<file path="config.mk">
export PLATFORM = sky130hd
export DESIGN_NAME = vec_step_seq
export DESIGN_NICKNAME = d
export VERILOG_FILES = /design/src/rtl/vec_step_seq_pkg.sv /design/src/rtl/elem_loop_ctr.sv /design/src/rtl/par_group_track.sv /design/src/rtl/vec_step_seq.sv
export SDC_FILE = /design/constraint.sdc
export NUM_CORES = 1
export LEC_CHECK = 0
export ABC_AREA = 1
export BUFFER_PORTS_ARGS = -buffer_cell sky130_fd_sc_hd__buf_4
export CAP_MARGIN = 0
export CORE_MARGIN = 2
export CORE_UTILIZATION = 59
export DETAILED_ROUTE_END_ITERATION = 8
export PLACE_DENSITY = 0.81
export SLEW_MARGIN = 0
export SYNTH_ARGS = -nofsm -noshare
export SYNTH_HDL_FRONTEND = slang
export SYNTH_HIERARCHICAL = 1
export SYNTH_SLANG_ARGS = --single-unit
</file>
<file path="constraint.sdc">
create_clock -name clk -period 3 [get_ports clk]
set_input_delay 0.6 -clock clk [delete_from_list [all_inputs] [get_ports clk]]
set_output_delay 0.6 -clock clk [all_outputs]
set_load 0.03 [all_outputs]
</file>
<file path="src/rtl/vec_step_seq_pkg.sv">
package vec_step_seq_pkg;
    typedef enum logic [1:0] {
        ST_IDLE  = 2'd0,
        ST_HRUN  = 2'd1,
        ST_VWAIT = 2'd2,
        ST_VRUN  = 2'd3
    } seq_state_e;
endpackage

</file>
<file path="src/rtl/elem_loop_ctr.sv">
module elem_loop_ctr #(
    parameter int VL_W  = 7,
    parameter int SUB_W = 2
) (
    input  logic            clk,
    input  logic            rst_n,
    input  logic            clear,
    input  logic            advance,
    input  logic            invert,
    input  logic [VL_W-1:0] vl_m1,
    input  logic [SUB_W-1:0] sub_m1,
    output logic [VL_W-1:0] step_idx,
    output logic [VL_W-1:0] sub_idx,
    output logic            last,
    output logic            step_inc,
    output logic            step_wrap
);
    localparam int PAD = VL_W - SUB_W;

    logic [VL_W-1:0] inner_q, outer_q;
    logic [VL_W-1:0] inner_lim, outer_lim, sub_ext;
    logic            inner_wrap;

    assign sub_ext    = {{PAD{1'b0}}, sub_m1};
    assign inner_lim  = invert ? vl_m1 : sub_ext;
    assign outer_lim  = invert ? sub_ext : vl_m1;
    assign inner_wrap = (inner_q == inner_lim);
    assign last       = inner_wrap && (outer_q == outer_lim);

    // Element index is the inner counter when inverted, else the outer one.
    assign step_idx  = invert ? inner_q : outer_q;
    assign sub_idx   = invert ? outer_q : inner_q;
    assign step_inc  = invert ? !inner_wrap : (inner_wrap && !last);
    assign step_wrap = invert ? inner_wrap : last;

    always_ff @(posedge clk) begin
        if (!rst_n || clear) begin
            inner_q <= '0;
            outer_q <= '0;
        end else if (advance) begin
            if (inner_wrap) begin
                inner_q <= '0;
                outer_q <= (outer_q == outer_lim) ? '0 : outer_q + 1'b1;
            end else begin
                inner_q <= inner_q + 1'b1;
            end
        end
    end
endmodule

</file>
<file path="src/rtl/par_group_track.sv">
module par_group_track #(
    parameter int VL_W   = 7,
    parameter int HINT_W = 4
) (
    input  logic              clk,
    input  logic              rst_n,
    input  logic              clear,
    input  logic              advance,
    input  logic [HINT_W-1:0] hint,
    input  logic [VL_W-1:0]   src_step,
    input  logic              step_inc,
    input  logic              step_wrap,
    input  logic              last,
    output logic              grp_end
);
    localparam int PAD = VL_W - HINT_W;

    // Tracks src_step modulo hint so no divider is needed.
    logic [HINT_W-1:0] pos_q;
    logic              no_hint, at_top, wrap_leaves;

    assign no_hint     = (hint == '0);
    assign at_top      = (pos_q == hint - 1'b1);
    assign wrap_leaves = (src_step >= {{PAD{1'b0}}, hint});
    assign grp_end     = last || no_hint
                       || (step_inc && at_top)
                       || (step_wrap && wrap_leaves);

    always_ff @(posedge clk) begin
        if (!rst_n || clear) begin
            pos_q <= '0;
        end else if (advance) begin
            if (step_wrap || no_hint) pos_q <= '0;
            else if (step_inc)        pos_q <= at_top ? '0 : pos_q + 1'b1;
        end
    end
endmodule

</file>
<file path="src/rtl/vec_step_seq.sv">
module vec_step_seq
    import vec_step_seq_pkg::*;
#(
    parameter int VL_W   = 7,
    parameter int SUB_W  = 2,
    parameter int HINT_W = 4
) (
    input  logic              clk,
    input  logic              rst_n,
    input  logic              start,
    input  logic [VL_W-1:0]   vl,
    input  logic [SUB_W-1:0]  subvl_m1,
    input  logic              pack,
    input  logic              unpack,
    input  logic [HINT_W-1:0] hint,
    input  logic              vf_mode,
    input  logic              step,
    output logic              issue_valid,
    output logic [VL_W-1:0]   src_step,
    output logic [VL_W-1:0]   src_sub,
    output logic [VL_W-1:0]   dst_step,
    output logic [VL_W-1:0]   dst_sub,
    output logic              group_end,
    output logic              done
);
    seq_state_e state_q, state_d;

    logic [VL_W-1:0]   vl_q;
    logic [SUB_W-1:0]  sm1_q;
    logic [HINT_W-1:0] hint_q;
    logic              pack_q, unpack_q, vf_q;
    logic              accept, adv;
    logic              src_last, src_inc, src_wrap;
    logic              dst_last, dst_inc, dst_wrap;
    logic              grp_raw;

    assign accept = (state_q == ST_IDLE) && start && (vl != '0);

    always_ff @(posedge clk) begin
        if (!rst_n) begin
            vl_q     <= '0;
            sm1_q    <= '0;
            hint_q   <= '0;
            pack_q   <= 1'b0;
            unpack_q <= 1'b0;
            vf_q     <= 1'b0;
        end else if (accept) begin
            vl_q     <= vl;
            sm1_q    <= subvl_m1;
            hint_q   <= hint;
            pack_q   <= pack;
            unpack_q <= unpack;
            vf_q     <= vf_mode;
        end
    end

    elem_loop_ctr #(.VL_W(VL_W), .SUB_W(SUB_W)) u_src (
        .clk(clk), .rst_n(rst_n), .clear(accept), .advance(adv),
        .invert(pack_q), .vl_m1(vl_q - 1'b1), .sub_m1(sm1_q),
        .step_idx(src_step), .sub_idx(src_sub), .last(src_last),
        .step_inc(src_inc), .step_wrap(src_wrap)
    );

    elem_loop_ctr #(.VL_W(VL_W), .SUB_W(SUB_W)) u_dst (
        .clk(clk), .rst_n(rst_n), .clear(accept), .advance(adv),
        .invert(unpack_q), .vl_m1(vl_q - 1'b1), .sub_m1(sm1_q),
        .step_idx(dst_step), .sub_idx(dst_sub), .last(dst_last),
        .step_inc(dst_inc), .step_wrap(dst_wrap)
    );

    par_group_track #(.VL_W(VL_W), .HINT_W(HINT_W)) u_grp (
        .clk(clk), .rst_n(rst_n), .clear(accept), .advance(adv),
        .hint(hint_q), .src_step(src_step), .step_inc(src_inc),
        .step_wrap(src_wrap), .last(src_last), .grp_end(grp_raw)
    );

    // State register
    always_ff @(posedge clk) begin
        if (!rst_n) state_q <= ST_IDLE;
        else        state_q <= state_d;
    end

    // Next state and outputs
    always_comb begin
        state_d     = state_q;
        issue_valid = 1'b0;
        unique case (state_q)
            ST_IDLE: begin
                if (accept) state_d = vf_mode ? ST_VWAIT : ST_HRUN;
            end
            ST_HRUN: begin
                issue_valid = 1'b1;
                if (src_last) state_d = ST_IDLE;
            end
            ST_VWAIT: begin
                if (step) state_d = ST_VRUN;
            end
            ST_VRUN: begin
                issue_valid = 1'b1;
                if (src_last)     state_d = ST_IDLE;
                else if (grp_raw) state_d = ST_VWAIT;
            end
            default: state_d = ST_IDLE;
        endcase
        adv       = issue_valid;
        done      = issue_valid && src_last;
        group_end = issue_valid && grp_raw;
    end
endmodule

</file>
==> results.md <==
- Root buffer cell: clkbuf_8
- RSZ-0062 raised after global routing: true
- Max Freq: 318 MHz
- Pwr per Cell Area: 802 nW/um2
- Worst Path Required: 2400 ps
- Final hold vios: 0
- CTS tree: yes
- CP endpoint kind: primary output
- Chip width: between 80 and 90 um
- Place WS: -43.2 ps
- Critical path data arrival time: between 2000 and 3000 ps
- Yosys synthesis warning count: 6
- Ratio of cells with drive above 1 in the final layout: 0.240
- Worst rel slew slack: 0.661
- Clock Path Buffers: 2
- Slew Viols, Final: 0
- Top-level port count: 51
- Largest net degree at the start of global routing: 47
- Reg clk slew, reported paths: about 100 ps
- Util after Layout: 0.752
- Commonest non-fill, non-tap cells in the layout: nand2_1 (207), buf_4 (87), inv_1 (79), nand3_1 (65), nor2_1 (56)
- Initial Util: 0.609
- Peak supply drop: about 0.54 mV
- Failing checks: negative setup slack
- Clk sinks: 49
- Initial antenna violation count: 0
- Die Footprint: 7210 um2
- Leak: 2.41 nW
- DIE HEIGHT: approximately 85 um
- Total wire length: 11100 um
- Num CTS Buffers: 5
- Area grow syn2layout: 23.5%
- Worst Setup Path Type: flip-flop to primary output
- Period utilization: 1.05
- Syn Inst Count: 648
- Post-Syn Nets: 679
- Nets: 756
- Skew final: 4.91 ps
- Clk_lat worst skew: 320 ps
- Rows: 29
- Core area: 6350 um2
- Hold WC Path Type: flip-flop to flip-flop
- Post-DP HPWL: 7630 um
- Gr ovfl total: 0
- Setup ws final: -145 ps
- H-tree Lvls: 2
- First-pass GRT wire length: 17800 um
- Worst slew pin tran: 504 ps
- Vias: 4440
- Synth Area per Inst: 5.96 um2
- Max Cap Viol: 0
- Final Setup Violations: 4
- # diodes: 0
- FF-to-FF setup slack: -110 ps
- Most common cell after layout, fill and taps aside: nand2_1
- Post-Syn Area: 3860 um2
- DRC Markers: 0
- DRC violation total after the first TritonRoute iteration: 467
- Gpl congestion: 0.922
- CTS Hold Bufs: 0
- Status: finished with violations
- First-pass DRT Iterations: 5
- Fin crit period: 3150 ps
- Port Buffer Count: 50
- ANT nets after route: 0
- Total track usage: 0.298
- Wirelength per Cell: 13.8 um
- CP max FO: 5
- Crit path launch type: flip-flop
- Vias per cell: ~5.5
- Vias in the first global route: a little under 4000
per-stage QoR:
step / total power (W) / cell area (um2) / setup TNS, ps / instances / hold slack (ps)
2_1_floorplan: 0.00233 / 3870 / 0 / 648 / 447
3_3_place_gp: 0.00272 / 4320 / 0 / 769 / 459
3_5_place_dp: 0.00276 / 4320 / -43.2 / 769 / 474
4_1_cts: 0.00357 / 4670 / -237 / 798 / 501
5_1_grt: 0.00413 / 4770 / -1630 / 803 / 536
6_report: 0.00383 / 4770 / -439 / 803 / 510
cell type report:
class	count	area, um2
sequential	49	985
timing repair buffer	90	696
tap	77	96.3
fill	513	1580
multi-input combinational	484	2530
inverter	95	367
clock inverter	2	17.5
clock buffer	6	82.6
worst paths after layout:
| kind | to | cells past startpoint | from |
|---|---|---|---|
| worst max-delay path | group_end | 19 | vl_q[2] |
| worst min-delay path | u_dst/outer_q[6] | 2 | u_dst/outer_q[6] |
| worst max register to register | state_q[0] | 27 | vl_q[2] |
| worst min register to register | u_dst/outer_q[6] | 2 | u_dst/outer_q[6] |
per-layer routing:
metal	up-vias	GRT usage	routed length [um]
met5	-	0	0
li1	2181	-	-
met3	37	0.0467	891
met4	0	0.108	303
met1	2009	0.394	4540
met2	213	0.492	5310
critical path, stage by stage, from the launching register on:
cell and delay [ps]:
dfxtp_2 370, nor2_4 160, nand2_8 70, nor3_4 110
xor2_1 160, buf_4 150, nand2_2 50, nand2_1 50
nand2_1 40, inv_1 40, nand2_1 50, nor2_2 150
nand2_2 120, a21oi_4 180, nor2_2 60, nand4_1 120
nand3_2 100, nand2_2 80, inv_2 30, buf_6 120
registers in the layout, indices dropped and copies added, names as in the netlist:
name	count
u_dst/inner_q	7
u_src/outer_q	7
pack_q	1
state_q	2
vl_q	7
u_src/inner_q	7
unpack_q	1
hint_q	4
sm1_q	2
u_dst/outer_q	7
u_grp/pos_q	4
power by group:
part           internal (W)  switching, W
logic               0.00103       0.00150
registers          0.000744      0.000116
clock network      0.000192      0.000246
total               0.00196       0.00187
what timing repair did:
item | 4_1_cts | 5_1_grt
buffers inserted | 21 | 7
endpoints found under the hold margin | 0 | 0
gates resized for setup | 25 | 21
endpoints found under the setup margin | 2 | 8
pin swaps | 18 | 18
(Power assumes the default switching activity.)
